$ cat src/rtl/intv_pkg.sv
package intv_pkg;
  typedef enum logic [1:0] {
    IDX_STAT = 2'd0,
    IDX_CTRL = 2'd1,
    IDX_PER  = 2'd2,
    IDX_SNAP = 2'd3
  } word_idx_e;

  localparam int NUM_WORDS = 4;

  localparam int CB_IE    = 0;
  localparam int CB_CONT  = 1;
  localparam int CB_START = 2;
  localparam int CB_STOP  = 3;

  localparam int SB_TO  = 0;
  localparam int SB_RUN = 1;
endpackage

$ cat src/rtl/intv_decode.sv
module intv_decode
  import intv_pkg::*;
#(
  parameter int ADDR_W = 5
) (
  input  logic [ADDR_W-1:0]    addr,
  input  logic                 wr,
  input  logic                 rd,
  output logic [NUM_WORDS-1:0] wr_sel,
  output logic [NUM_WORDS-1:0] rd_sel
);
  logic       mapped;
  logic [1:0] idx;
  logic       unused_lowbits;

  assign idx            = addr[3:2];
  assign unused_lowbits = ^addr[1:0];

  generate
    if (ADDR_W > 4) begin : g_high
      assign mapped = ~|addr[ADDR_W-1:4];
    end else begin : g_flat
      assign mapped = 1'b1;
    end
  endgenerate

  for (genvar i = 0; i < NUM_WORDS; i++) begin : g_sel
    assign wr_sel[i] = wr & mapped & (idx == 2'(i));
    assign rd_sel[i] = rd & mapped & (idx == 2'(i));
  end
endmodule

$ cat src/rtl/intv_regfile.sv
module intv_regfile
  import intv_pkg::*;
#(
  parameter int DATA_W = 32
) (
  input  logic              clk,
  input  logic              rst_n,
  input  logic              wr_stat,
  input  logic              wr_ctrl,
  input  logic              wr_per,
  input  logic [DATA_W-1:0] wdata,
  input  logic              expire,
  output logic [DATA_W-1:0] ctrl_q,
  output logic [DATA_W-1:0] period_q,
  output logic              to_q,
  output logic              start,
  output logic              stop,
  output logic              cont,
  output logic              irq
);
  always_ff @(posedge clk or negedge rst_n) begin
    if (!rst_n) begin
      ctrl_q   <= '0;
      period_q <= '0;
      to_q     <= 1'b0;
    end else begin
      if (wr_ctrl) ctrl_q <= wdata;
      if (wr_per)  period_q <= wdata;
      if (expire)       to_q <= 1'b1;
      else if (wr_stat) to_q <= 1'b0;
    end
  end

  assign start = wr_ctrl & wdata[CB_START];
  assign stop  = wr_ctrl & wdata[CB_STOP];
  assign cont  = wr_ctrl ? wdata[CB_CONT] : ctrl_q[CB_CONT];
  assign irq   = to_q & ctrl_q[CB_IE];
endmodule

$ cat src/rtl/intv_counter.sv
module intv_counter #(
  parameter int DATA_W = 32
) (
  input  logic              clk,
  input  logic              rst_n,
  input  logic              ld,
  input  logic [DATA_W-1:0] ld_val,
  input  logic              start,
  input  logic              stop,
  input  logic              cont,
  input  logic [DATA_W-1:0] period,
  output logic [DATA_W-1:0] cnt_q,
  output logic              run_q,
  output logic              expire
);
  localparam logic [DATA_W-1:0] ONE = DATA_W'(1);

  logic              run_eff;
  logic              run_d;
  logic [DATA_W-1:0] cnt_d;

  always_comb begin
    run_eff = (run_q | start) & ~stop;
    run_d   = run_eff;
    cnt_d   = cnt_q;
    expire  = 1'b0;
    if (ld) begin
      cnt_d = ld_val;
    end else if (run_eff) begin
      if (cnt_q <= ONE) begin
        expire = 1'b1;
        if (cont) begin
          cnt_d = period;
        end else begin
          cnt_d = '0;
          run_d = 1'b0;
        end
      end else begin
        cnt_d = cnt_q - ONE;
      end
    end
  end

  always_ff @(posedge clk or negedge rst_n) begin
    if (!rst_n) begin
      cnt_q <= '0;
      run_q <= 1'b0;
    end else begin
      cnt_q <= cnt_d;
      run_q <= run_d;
    end
  end
endmodule

$ cat src/rtl/intv_rdmux.sv
module intv_rdmux
  import intv_pkg::*;
#(
  parameter int DATA_W = 32
) (
  input  logic                 clk,
  input  logic                 rst_n,
  input  logic [NUM_WORDS-1:0] rd_sel,
  input  logic                 rd,
  input  logic [DATA_W-1:0]    stat_w,
  input  logic [DATA_W-1:0]    ctrl_w,
  input  logic [DATA_W-1:0]    per_w,
  input  logic [DATA_W-1:0]    cnt_w,
  output logic [DATA_W-1:0]    rdata
);
  logic [DATA_W-1:0] words [NUM_WORDS];
  logic [DATA_W-1:0] mux;

  assign words[IDX_STAT] = stat_w;
  assign words[IDX_CTRL] = ctrl_w;
  assign words[IDX_PER]  = per_w;
  assign words[IDX_SNAP] = cnt_w;

  always_comb begin
    mux = '0;
    for (int i = 0; i < NUM_WORDS; i++) begin
      if (rd_sel[i]) mux = mux | words[i];
    end
  end

  always_ff @(posedge clk or negedge rst_n) begin
    if (!rst_n)  rdata <= '0;
    else if (rd) rdata <= mux;
  end
endmodule

$ cat src/rtl/intv_timer.sv
module intv_timer
  import intv_pkg::*;
#(
  parameter int DATA_W = 32,
  parameter int ADDR_W = 5
) (
  input  logic              clk,
  input  logic              rst_n,
  input  logic [ADDR_W-1:0] bus_addr,
  input  logic              bus_wr,
  input  logic              bus_rd,
  input  logic [DATA_W-1:0] bus_wdata,
  output logic [DATA_W-1:0] bus_rdata,
  output logic              irq
);
  logic [NUM_WORDS-1:0] wr_sel;
  logic [NUM_WORDS-1:0] rd_sel;
  logic [DATA_W-1:0]    ctrl_q;
  logic [DATA_W-1:0]    period_q;
  logic [DATA_W-1:0]    cnt_q;
  logic [DATA_W-1:0]    stat_w;
  logic                 to_q;
  logic                 run_q;
  logic                 expire;
  logic                 start;
  logic                 stop;
  logic                 cont;

  intv_decode #(.ADDR_W(ADDR_W)) u_dec (
    .addr   (bus_addr),
    .wr     (bus_wr),
    .rd     (bus_rd),
    .wr_sel (wr_sel),
    .rd_sel (rd_sel)
  );

  intv_regfile #(.DATA_W(DATA_W)) u_regs (
    .clk      (clk),
    .rst_n    (rst_n),
    .wr_stat  (wr_sel[IDX_STAT]),
    .wr_ctrl  (wr_sel[IDX_CTRL]),
    .wr_per   (wr_sel[IDX_PER]),
    .wdata    (bus_wdata),
    .expire   (expire),
    .ctrl_q   (ctrl_q),
    .period_q (period_q),
    .to_q     (to_q),
    .start    (start),
    .stop     (stop),
    .cont     (cont),
    .irq      (irq)
  );

  intv_counter #(.DATA_W(DATA_W)) u_cnt (
    .clk    (clk),
    .rst_n  (rst_n),
    .ld     (wr_sel[IDX_PER]),
    .ld_val (bus_wdata),
    .start  (start),
    .stop   (stop),
    .cont   (cont),
    .period (period_q),
    .cnt_q  (cnt_q),
    .run_q  (run_q),
    .expire (expire)
  );

  always_comb begin
    stat_w         = '0;
    stat_w[SB_TO]  = to_q;
    stat_w[SB_RUN] = run_q;
  end

  intv_rdmux #(.DATA_W(DATA_W)) u_rd (
    .clk    (clk),
    .rst_n  (rst_n),
    .rd_sel (rd_sel),
    .rd     (bus_rd),
    .stat_w (stat_w),
    .ctrl_w (ctrl_q),
    .per_w  (period_q),
    .cnt_w  (cnt_q),
    .rdata  (bus_rdata)
  );
endmodule

$ cat config.mk
export PLATFORM = sky130hd
export DESIGN_NAME = intv_timer
export DESIGN_NICKNAME = d
export VERILOG_FILES = /design/src/rtl/intv_pkg.sv /design/src/rtl/intv_decode.sv /design/src/rtl/intv_regfile.sv /design/src/rtl/intv_counter.sv /design/src/rtl/intv_rdmux.sv /design/src/rtl/intv_timer.sv
export SDC_FILE = /design/constraint.sdc
export NUM_CORES = 1
export LEC_CHECK = 0
export BUFFER_PORTS_ARGS = -buffer_cell sky130_fd_sc_hd__buf_4
export CAP_MARGIN = 20
export CORE_AREA = 4 4 105 127
export DETAILED_ROUTE_END_ITERATION = 10
export DIE_AREA = 0 0 109 131
export PLACE_DENSITY = 0.71
export SYNTH_ARGS = -nofsm -noshare
export SYNTH_HDL_FRONTEND = slang
export SYNTH_SLANG_ARGS = --single-unit
$ cat constraint.sdc
create_clock -name clk -period 2.2 [get_ports clk]
set_input_delay 0.44 -clock clk [delete_from_list [all_inputs] [get_ports clk]]
set_output_delay 0.44 -clock clk [all_outputs]
set_load 0.02 [all_outputs]
==> results of run 1 <==
## metal layers
metal  wire (µm)  up-vias  global-route usage (%)
met5           0        -                       0
met4         501        0                    10.3
met3        1160       45                    4.67
met2        8670      249                    43.5
met1        6870     2747                    31.7
li1            -     2532                       -
## repair_timing
| item | CTS | global route |
|---|---|---|
| hold buffers | 1 | 0 |
| endpoints found under the setup margin | 0 | 29 |
| buffers inserted | 0 | 2 |
| gates resized for setup | 0 | 13 |
| hold endpoints to repair | 2 | 0 |
## power by group through the flow
stage               Sequential, mW  Combinational [mW]  Clock, mW
floorplan                     3.55                1.57          0
global placement              3.50                2.59          0
detailed placement            3.53                2.68          0
CTS                           3.50                2.74       3.27
global route                  3.61                3.13       3.38
finish                        3.53                2.83       3.24
## stage by stage
stage	instances	area [µm²]
after floorplan	646	6320
after global placement	887	7320
after detailed placement	888	7340
after CTS	921	8030
after global routing	924	8110
final	924	8110
## sequential cells by signal, indices dropped and copies added (netlist names)
register,flops
u_regs.ctrl_q,32
u_rd.rdata,32
u_cnt.run_q,1
u_cnt.cnt_q,32
u_regs.to_q,1
u_regs.period_q,32
## path summary, 6_finish.rpt
| check | endpoint | cells past startpoint |
|---|---|---|
| hold reg to reg | u_rd.rdata[23]$_DFFE_PN0P_ | 2 |
| setup reg to reg | u_cnt.cnt_q[8]$_DFFE_PN0P_ | 9 |
| max in group asynchronous | u_regs.period_q[9]$_DFFE_PN0P_ | 3 |
| min in group asynchronous | u_regs.period_q[27]$_DFFE_PN0P_ | 2 |
| hold / removal | u_regs.period_q[16]$_DFFE_PN0P_ | 3 |
| setup / recovery | u_cnt.cnt_q[8]$_DFFE_PN0P_ | 9 |
## cells by family after synthesis
group	Yosys count
and+or+nand+nor	275
muxes	33
DFF	130
adders and majority gates	2
AOI/OAI and AO/OA	134
xor gates and xnor gates	24
buffers and inverters	48
## layout make-up
cell class                      instances  area (µm²)  share of cell area [%]
Tap cell                              161         201                    2.48
Inverter                                5        18.8                   0.231
Clock inverter                         12         229                    2.82
Sequential cell                       130        3250                    40.1
Timing Repair Buffer                  127        1040                    12.8
Multi-Input combinational cell        469        2910                    35.9
Clock buffer                           20         457                    5.63
## cells in the final DEF (no fill, tap or decap), types with 4 or more instances in the layout
cell,Yosys,routed
sky130_fd_sc_hd__nor3_1,18,15
sky130_fd_sc_hd__nand2_1,185,185
sky130_fd_sc_hd__a31oi_1,12,12
sky130_fd_sc_hd__a22oi_1,4,4
sky130_fd_sc_hd__a22o_1,11,11
sky130_fd_sc_hd__and2_1,4,4
sky130_fd_sc_hd__nand3_1,7,7
sky130_fd_sc_hd__a21oi_1,26,26
sky130_fd_sc_hd__o21ai_0,25,25
sky130_fd_sc_hd__mux2_2,31,31
sky130_fd_sc_hd__bufinv_16,0,6
sky130_fd_sc_hd__xor2_1,4,4
sky130_fd_sc_hd__clkbuf_16,0,17
sky130_fd_sc_hd__nor4_1,8,7
sky130_fd_sc_hd__dfrtp_1,130,130
sky130_fd_sc_hd__and3_1,4,4
sky130_fd_sc_hd__o211ai_1,13,13
sky130_fd_sc_hd__xnor2_1,20,20
sky130_fd_sc_hd__a222oi_1,30,30
sky130_fd_sc_hd__nor2_1,23,21
sky130_fd_sc_hd__buf_4,0,118
sky130_fd_sc_hd__buf_12,0,6
## critical path, delay by kind of cell, from the launching register on
kind / cells / cell delay [ps]
adders and majority gates: 1 / 140
buffers and inverters: 2 / 200
and+or+nand+nor: 3 / 730
xor gates and xnor gates: 1 / 130
DFF: 1 / 390
AOI/OAI and AO/OA: 2 / 360
## Yosys cell counts (all sizes together), types with 4 or more instances
cell type / number / area, µm²
mux2: 31 / 349
o211ai: 13 / 97.6
buf: 18 / 150
nand3: 7 / 35.0
nor4: 8 / 50.1
dfrtp: 130 / 3250
and3: 4 / 25.0
nand2: 187 / 707
xnor2: 20 / 175
xor2: 4 / 35.0
and2: 7 / 48.8
nor3: 18 / 90.1
a21oi: 27 / 139
a22o: 12 / 106
a31oi: 12 / 75.1
a222oi: 30 / 300
o21ai: 29 / 149
nor2: 25 / 113
a22oi: 4 / 30.0
inv: 5 / 18.8
clkbuf: 25 / 95.1
==> results.md, run 1 <==
- Status: finished, final reports clean
- Sequential element share of the synthesized area: 51.4%
- Count of synthesis-stage warnings from yosys: 0
- Gate power share: 29.5%
- Final clock period utilization by the worst path: between 90% and 100%
- Initial standard-cell utilization of the core: approximately 52%
- Startpoint of the worst-slack reg-to-reg timing path: u_cnt.cnt_q[1]$_DFFE_PN0P_
- Worst slew margin relative to its limit: a little over three fifths
- Post-Route Utilization: 67.3%
- Transition time at the pin with the least slew margin: 548 ps
- Setup tns final: 0 ps
- Pin count of the biggest net entering global routing: 57
- Detail Route Antenna Nets: 0
- Initial antenna violation count: 0
- Clock input transition at the sequential cells of the worst setup and hold paths: around 60 ps
- Main combinational cell family by area after synthesis: simple AND/OR/NAND/NOR gates
- Reported leakage power: roughly 3.8 nW
- Routed wirelength normalized by instance count: 18.6 µm
- Share of flip-flops with an asynchronous set or reset after synthesis: 100%
- Class of the most critical hold timing path: input port to register
- Area growth from synthesis to layout: 28.3%
- Syn Nets: 689
- Type of the worst setup path: register to register
- Global placer's final weighted congestion: 0.911
- Hold slack: 239 ps
- # fillers: 890
- Die Wd: roughly 110 µm
- Net switching power of the design: 3.07 mW
- DIE AREA: 0.0143 mm²
- Proportion of total power due to net switching: 32.0%
- Post-DR vias/cell: 6.03
- Wire length of the first global-routing pass: between 20000 and 30000 µm
- Total global routing overflow: 0
- Count of state elements after synthesis: 130
- Maximum count of clock buffers along a single path: 2
- Post-Syn Instances: 646
- Count of TritonRoute iterations in the first routing pass: 8
- TritonCTS buffer count: 17
- Ant. Diodes: 0
- Slowest cell on crit path: sky130_fd_sc_hd__or4b_4
- H-tree Lvls: 4
- Overall Power: 9.60 mW
- Mux share of post-synthesis cell area: 5.84%
- Root Buffer Master: sky130_fd_sc_hd__clkbuf_16
- Clock latency on the worst-skew pair: between 400 and 500 ps
- Cell row count: 44
- Number of synthesized flops with an enable pin: 0
- Arrival time at the worst endpoint: 2360 ps
- Cell-internal power: 6.54 mW
- Post-synth design cell area: 0.00632 mm²
- Max Cap Violations: 0
- Critical Path, Cell by Cell: inv_2 > ha_4 > or4b_4 > nor2_8 > buf_6 > xnor2_1 > nor2_2 > a31oi_1 > o211ai_1
- Dominant register cell in the synthesized netlist: sky130_fd_sc_hd__dfrtp_1
- Number of failing hold endpoints at the final stage: 0
- Worst stage delay on the critical path: 530 ps
- Crit end category: register
- Fraction of the mapped netlist area in adder cells: less than 1%
- Via count of the first global-routing pass: ~5600
- Sequential share of power: 36.8%
- Violation count after the first detailed-route iteration: around 540
- Post-placement setup slack: -0.919 ps
- Min Tclk post-route: 2090 ps
- Worst Clk Skew: 6.37 ps
- Avg Synthesized Cell Area: 9.79 µm²
- Sum of routed wire length over all layers: 17200 µm
- Number of failing setup endpoints in the final timing report: 0
- TritonCTS clock tree: yes
- Final HPWL from detailed placement: 11300 µm
- Share of the synthesized area in compound gates (AO/OA/AOI/OAI): between 10% and 20%
- Total number of clock tree sinks: 130
- Library cells used by synthesis: 57
- Fraction of synthesized cell area in xor and xnor cells: about 3.3%
- Unrepaired setup endpoints after global routing: true
- Reg2Reg Setup Slack: 110 ps
- Power per cell area: roughly 1200 mW/mm²
- Vertical extent of the die: between 100 and 150 µm
- Combined global-route utilization of all metal layers: 25.4%
- Biggest fanout along the worst timing path: 4
- Startpoint of the most critical hold path: bus_wdata[16]
- # nets final: 793
- Share of power burned in the clock network: between 30% and 40%
- Worst-case vdd ir drop: 581 µV
- Via count of the routed design: 5573
- Max Transition Viols Final: 0
- DR DRC count: 0
- PortBufs: 71
- Max Clock Freq: 478 MHz
- Required time reported for the critical path endpoint: 2470 ps
- Crit start category: register
- Crit path setup slack, layout: roughly 110 ps
- Count of boundary I/O pins: 74
- Share of final-layout standard cells stronger than drive strength 1: around 29%
- Launching instance or port of the critical path: u_cnt.cnt_q[1]$_DFFE_PN0P_
- Core region area: 0.0121 mm²
- Post-synthesis simple-gate area fraction: between 10% and 20%
No activity file was read; power rests on OpenSTA's default activity.
==> run 2, diff against run 1 <==
- CELL_PAD_IN_SITES_DETAIL_PLACEMENT: default -> 0
- CELL_PAD_IN_SITES_GLOBAL_PLACEMENT: default -> 1
- CORE_AREA: 4 4 105 127 -> 4 4 119 144
- DIE_AREA: 0 0 109 131 -> 0 0 123 148
- PLACE_DENSITY: 0.71 -> default
- PLACE_DENSITY_LB_ADDON: default -> 0.1
==> run 2 against run 1 <==
Non-clock buffer count rose by 7. First-iteration DRC count shrank 23%. Core utilization shrank 16 points. Count of clock-buffer cells in the layout increased by 3. Maximum frequency is 0.30% higher. Worst setup slack improved by 6.2 ps. Power shrank 8.6%. Routed wire length is 1.5% higher. Clock skew barely moved. Sequential power is 1% lower. Die area rose by 27%. Clock power is 24% lower. Critical path type unchanged. Largest cell class unchanged.
==> results.md, run 2 (synthesis gave the netlist of run 1 again) <==
- Total global routing overflow: 0 (unchanged)
- Max Clock Freq: 480 MHz (+0.30%)
- Reg2Reg Setup Slack: 120 ps (about the same)
- Area growth from synthesis to layout: 26.5%
- TritonCTS buffer count: 17 (unchanged)
- Combined global-route utilization of all metal layers: 20.3% (-5.1 points)
- Post-placement setup slack: -65.8 ps (-64.9 ps)
- Startpoint of the worst-slack reg-to-reg timing path: u_cnt.cnt_q[1]$_DFFE_PN0P_
- Crit start category: register
- DR DRC count: 0 (unchanged)
- Initial antenna violation count: 0 (unchanged)
- Count of boundary I/O pins: 74 (unchanged)
- Worst Clk Skew: 6.74 ps (+0.373 ps)
- DIE AREA: 0.0182 mm² (+27%)
- TritonCTS clock tree: yes
- Root Buffer Master: sky130_fd_sc_hd__clkbuf_16
- # nets final: 799 (+0.76%)
- Hold slack: 237 ps (-1.87 ps)
- Max Transition Viols Final: 0 (unchanged)
- Startpoint of the most critical hold path: bus_wdata[29]
- Vertical extent of the die: 148 µm (+13%)
- Count of TritonRoute iterations in the first routing pass: 7 (-1)
- Worst reg2reg endpoint: u_cnt.cnt_q[30]$_DFFE_PN0P_
- Final clock period utilization by the worst path: 94.7% (-0.28 points)
- Via count of the routed design: 5345 (-4.1%)
- Worst hold endpoint: u_regs.period_q[29]$_DFFE_PN0P_
- Share of final-layout standard cells stronger than drive strength 1: 27.9% (-1.0 points)
- Biggest fanout along the worst timing path: 4 (unchanged)
- Commonest cells after routing, fill and taps aside: sky130_fd_sc_hd__nand2_1, sky130_fd_sc_hd__dfrtp_1, sky130_fd_sc_hd__buf_4
- Maximum count of clock buffers along a single path: 2 (unchanged)
- Number of failing setup endpoints in the final timing report: 0 (unchanged)
- Type of the worst setup path: register to register
- Most frequent standard cell in the layout excluding fill and tap cells: sky130_fd_sc_hd__nand2_1
- Required time reported for the critical path endpoint: 2550 ps (+80 ps)
- Reported leakage power: 3.76 nW (-1.3%)
- Clock latency on the worst-skew pair: 410 ps (about the same)
- Reg2Reg Depth: 8 (-1)
- Status: finished, final reports clean
- Setup tns final: 0 ps (unchanged)
- Global placer's final weighted congestion: 0.824 (-9.5%)
- H-tree Lvls: 4 (unchanged)
- Post-placement cell count: 943 (+6.2%)
- Ant. Diodes: 0 (unchanged)
- Sum of routed wire length over all layers: 17500 µm (+1.5%)
- Via count of the first global-routing pass: 5520 (-1.1%)
- # fillers: 1452 (+63%)
- Wire length of the first global-routing pass: 29000 µm (+2.9%)
- Max Cap Violations: 0 (unchanged)
- Transition time at the pin with the least slew margin: 492 ps (-55.5 ps)
- Cell row count: 50 (+14%)
- Overall Power: 8.78 mW (-8.6%)
- Crit end category: register
- Detail Route Antenna Nets: 0 (unchanged)
- Min Tclk post-route: 2080 ps (-6.20 ps)
- Final cell count without fillers: 974 (+5.4%)
- Violation count after the first detailed-route iteration: 412 (-23%)
- Post-Route Utilization: 51.3% (-16 points)
- Total cell area at the placement stage: 0.00745 mm² (+1.6%)
- Cell depth of the worst hold path: 3 (unchanged)
- Pin count of the biggest net entering global routing: 72 (+26%)
- PortBufs: 71 (unchanged)
- Number of failing hold endpoints at the final stage: 0 (unchanged)
- Routed wirelength normalized by instance count: 17.9 µm (-3.7%)
- Clock input transition at the sequential cells of the worst setup and hold paths: 60 ps (about the same)
- Power per cell area: 1100 mW/mm² (-7.4%)
- Crit path setup slack, layout: 116 ps (+6.20 ps)
- Worst-case vdd ir drop: 546 µV (-6.1%)
- Initial standard-cell utilization of the core: 40.6% (-12 points)
- Die Wd: 123 µm (+13%)
- Worst slew margin relative to its limit: 66.9% (+3.7 points)
- Final HPWL from detailed placement: 12100 µm (+7.0%)
- Unrepaired setup endpoints after global routing: false
- Total number of clock tree sinks: 130 (unchanged)
- Post-DR vias/cell: 5.49 (-9.0%)
- Core region area: 0.0156 mm² (+29%)
- Fin area: 0.00800 mm² (-1.4%)
- Arrival time at the worst endpoint: 2440 ps (+80 ps)
- Class of the most critical hold timing path: input port to register
run 2: changes by cell type in the layout (fill, tap and decap cells not counted), moves of 2 or more:
cell	previous run	this run
sky130_fd_sc_hd__inv_1	3	5
sky130_fd_sc_hd__nor3_1	15	17
sky130_fd_sc_hd__clkinv_2	0	4
sky130_fd_sc_hd__inv_2	2	0
sky130_fd_sc_hd__buf_4	118	126
sky130_fd_sc_hd__bufinv_16	6	0
sky130_fd_sc_hd__nor3_2	3	1
sky130_fd_sc_hd__clkinv_4	3	0
sky130_fd_sc_hd__clkbuf_1	1	4
run 2: cell type report:
class	count	area [µm²]	share of cell area [%]
inverters	5	18.8	0.235
multi-input cells	468	2880	36.0
well taps	208	260	3.25
clock inverters	6	35.0	0.438
repair buffers	134	1090	13.6
flip-flops and latches	130	3250	40.7
clock buffers	23	468	5.85
run 2: power breakdown:
group	switching [mW]	internal, mW
clock	0.986	1.47
combinational	1.44	1.39
sequential	0.505	2.98
total	2.93	5.85
run 2: how the worst max path moves through the flow:
| stage | slack [ps] | end | cells after the start | from |
|---|---|---|---|---|
| floorplan | 70 | u_cnt.cnt_q[30]$_DFFE_PN0P_ | 9 | u_cnt.cnt_q[0]$_DFFE_PN0P_ |
| global placement | 0.8 | u_cnt.cnt_q[27]$_DFFE_PN0P_ | 9 | bus_addr[3] |
| detailed placement | -70 | u_cnt.cnt_q[18]$_DFFE_PN0P_ | 9 | bus_addr[3] |
| CTS | 50 | u_cnt.cnt_q[30]$_DFFE_PN0P_ | 8 | u_cnt.cnt_q[1]$_DFFE_PN0P_ |
| global route | 20 | u_cnt.cnt_q[30]$_DFFE_PN0P_ | 8 | u_cnt.cnt_q[0]$_DFFE_PN0P_ |
| finish | 120 | u_cnt.cnt_q[30]$_DFFE_PN0P_ | 8 | u_cnt.cnt_q[1]$_DFFE_PN0P_ |
run 2: worst max-delay path, stage by stage, from the launching register on:
cell,delay (ps)
sky130_fd_sc_hd__dfrtp_1,370
sky130_fd_sc_hd__inv_1,120
sky130_fd_sc_hd__ha_4,170
sky130_fd_sc_hd__or4b_4,530
sky130_fd_sc_hd__nor2_8,110
sky130_fd_sc_hd__nand2_2,60
sky130_fd_sc_hd__or4_1,410
sky130_fd_sc_hd__o21ai_1,110
sky130_fd_sc_hd__a221o_1,150
run 2: routing by layer:
layer,track usage (%),vias to the layer above,wire (µm)
li1,-,2530,-
met3,4.02,20,831
met1,26.3,2628,7480
met5,0,-,0
met2,34.0,167,8860
met4,6.43,0,274
run 2: repair_timing:
item,CTS,global route
gates resized for setup,0,4
setup buffers,0,1
endpoints found under the hold margin,25,0
endpoints found under the setup margin,0,7
hold buffers,1,0
==> run 3, diff against run 2 <==
- CORE_AREA: 4 4 119 144 -> 4 4 109 132
- CTS_CLUSTER_DIAMETER: default -> 50
- DIE_AREA: 0 0 123 148 -> 0 0 113 136
- clock period: 2.2 -> 2.6 ns (I/O delays scaled with it)
==> run 3 against run 2 <==
Power fell by 13%. Sequential cell count did not move. Non-clock buffer count decreased by 39. Via count is 1.5% lower. Critical path depth unchanged. Hold slack worse by 130 ps. Die area shrank 16%. Core utilization increased by 7.7 points. Combinational power shrank 34%. Cell area fell by 3.6%. Critical endpoint unchanged.
==> results.md, run 3 (synthesis gave the netlist of run 1 again) <==
- Class of the most critical hold timing path: input port to asynchronous set/reset pin
- # nets final: 760 (-4.9%)
- Via count of the first global-routing pass: 5473 (-0.85%)
- Count of boundary I/O pins: 74 (unchanged)
- Share of power burned in the clock network: 34.6% (+6.6 points)
- Share of final-layout standard cells stronger than drive strength 1: 24.5% (-3.4 points)
- Status: finished, final reports clean
- Die Wd: 113 µm (-8.1%)
- Sum of met3 wire segment lengths after detailed routing: 866 µm (+4.2%)
- Postcts setup bufs: 0 (unchanged)
- Post-placement setup slack: 146 ps (+211 ps)
- Area growth from synthesis to layout: 22.0%
- Pin count of the biggest net entering global routing: 70 (-2.8%)
- DIE AREA: 0.0154 mm² (-16%)
- Arrival time at the worst endpoint: 2680 ps (+240 ps)
- Via count of the routed design: 5266 (-1.5%)
- Transition time at the pin with the least slew margin: 671 ps (+179 ps)
- Final clock period utilization by the worst path: 89.5% (-5.2 points)
- Reg2Reg Depth: 8 (unchanged)
- Number of failing hold endpoints at the final stage: 0 (unchanged)
- Initial standard-cell utilization of the core: 48.4% (+7.8 points)
- Min Tclk post-route: 2330 ps (+243 ps)
- Sequential share of power: 40.7% (+0.9 points)
- Overall Power: 7.60 mW (-13%)
- Total of hold buffers inserted after clock tree synthesis: 0 (-1)
- Required time reported for the critical path endpoint: 2960 ps (+410 ps)
- TritonCTS clock tree: yes
- Gate power share: 24.7% (-7.6 points)
- Cell-internal power: 5.15 mW (-12%)
- TritonCTS buffer count: 17 (unchanged)
- Sum of routed wire length over all layers: 17300 µm (-1.1%)
- Number of failing setup endpoints in the final timing report: 0 (unchanged)
- PortBufs: 71 (unchanged)
- Hold slack: 111 ps (-126 ps)
- Clock input transition at the sequential cells of the worst setup and hold paths: 60 ps (about the same)
- Max Transition Viols Final: 0 (unchanged)
- Reported leakage power: 3.62 nW (-3.7%)
- Post-DR vias/cell: 5.86 (+6.9%)
- Worst slew margin relative to its limit: 55.3% (-12 points)
- Total global routing overflow: 0 (unchanged)
- Combined global-route utilization of all metal layers: 23.4% (+3.1 points)
- Biggest fanout along the worst timing path: 6 (+2)
- Total number of clock tree sinks: 130 (unchanged)
- Worst-case vdd ir drop: 482 µV (-12%)
- Root Buffer Master: sky130_fd_sc_hd__clkbuf_16
- Wire length of the first global-routing pass: 28400 µm (-2.0%)
- Initial antenna violation count: 0 (unchanged)
- Total met2 wirelength after detailed routing: 8710 µm (-1.6%)
- Violation count after the first detailed-route iteration: 436 (+5.8%)
- Worst Clk Skew: 13.0 ps (+6.28 ps)
- Core region area: 0.0131 mm² (-16%)
- Unrepaired setup endpoints after global routing: false
- Maximum count of clock buffers along a single path: 2 (unchanged)
- Final HPWL from detailed placement: 11200 µm (-7.6%)
- # fillers: 1158 (-20%)
- Max Clock Freq: 430 MHz (-10%)
- Detail Route Antenna Nets: 0 (unchanged)
- Clock latency on the worst-skew pair: 420 ps (about the same)
- Cell row count: 46 (-8.0%)
- Global placer's final weighted congestion: 0.880 (+6.7%)
- Vertical extent of the die: 136 µm (-8.1%)
- H-tree Lvls: 4 (unchanged)
- Type of the worst setup path: register to register
- Crit start category: register
- Detailed-routing wirelength on met1: 7430 µm (-0.71%)
- Top layer in use: met4
- Post-Route Utilization: 59.0% (+7.7 points)
- Max Cap Violations: 0 (unchanged)
- Crit end category: register
- Most frequent standard cell in the layout excluding fill and tap cells: sky130_fd_sc_hd__nand2_1
- Setup tns final: 0 ps (unchanged)
- DR DRC count: 0 (unchanged)
- PostCTS Resize Cnt: 0 (unchanged)
- Proportion of total power due to net switching: 32.3% (-1.1 points)
- Count of TritonRoute iterations in the first routing pass: 8 (+1)
- Power per cell area: 985 mW/mm² (-10%)
- Routed wirelength normalized by instance count: 19.2 µm (+7.3%)
- Crit path setup slack, layout: 273 ps (+157 ps)
- Ant. Diodes: 0 (unchanged)
- Commonest cells after routing, fill and taps aside: sky130_fd_sc_hd__nand2_1, sky130_fd_sc_hd__dfrtp_1, sky130_fd_sc_hd__buf_4
- Net switching power of the design: 2.45 mW (-16%)
-- run 3: changes by cell type in the layout (fill, tap and decap cells not counted), sizes merged --
cell	delta
buf	-38
clkinvlp	-2
dlygate4sd3	-1
clkbuf	+1
bufinv	+4
-- run 3: final timing paths --
path,startpoint,end,slack [ps]
max reg2reg,u_cnt.cnt_q[1]$_DFFE_PN0P_,u_cnt.cnt_q[30]$_DFFE_PN0P_,270
max in group asynchronous,rst_n,u_cnt.cnt_q[6]$_DFFE_PN0P_,1760
min in group clk,bus_rd,u_rd.rdata[1]$_DFFE_PN0P_,310
min reg2reg,u_regs.ctrl_q[12]$_DFFE_PN0P_,u_rd.rdata[12]$_DFFE_PN0P_,460
min,rst_n,u_regs.ctrl_q[24]$_DFFE_PN0P_,110
max,u_cnt.cnt_q[1]$_DFFE_PN0P_,u_cnt.cnt_q[30]$_DFFE_PN0P_,270
-- run 3: layer usage --
layer / GRT usage, % / vias up
li1: - / 2453
met1: 30.1 / 2627
met4: 7.28 / 0
met5: 0 / -
met2: 39.3 / 158
met3: 5.21 / 28
-- run 3: final cells by class --
class	count	area [µm²]	share of cell area (%)
multi-input cells	468	2850	37.0
well taps	168	210	2.73
flip-flops and latches	130	3250	42.2
clock inverters	8	148	1.91
repair buffers	95	729	9.46
clock buffers	24	502	6.50
inverters	5	18.8	0.243
-- run 3: metrics by stage --
| step | instance area (µm²) | instances |
|---|---|---|
| detailed placement | 7060 | 866 |
| CTS | 7710 | 898 |
| floorplan | 6320 | 646 |
| finish | 7710 | 898 |
| global route | 7710 | 898 |
| global placement | 7060 | 866 |
-- run 3: power groups by stage --
stage               combinational [mW]  clock [mW]  sequential [mW]
detailed placement                1.89           0             3.12
CTS                               1.90        2.66             3.09
global route                      2.11        2.76             3.17
floorplan                         1.33           0             3.01
finish                            1.88        2.63             3.10
global placement                  1.86           0             3.09
-- run 3: critical path: stages (launching register included) --
cell,delay [ps]
sky130_fd_sc_hd__dfrtp_1,440
sky130_fd_sc_hd__inv_1,100
sky130_fd_sc_hd__ha_1,270
sky130_fd_sc_hd__or4b_4,580
sky130_fd_sc_hd__nor2_8,170
sky130_fd_sc_hd__nand2_2,70
sky130_fd_sc_hd__or4_1,400
sky130_fd_sc_hd__o21ai_1,90
sky130_fd_sc_hd__a221o_1,150
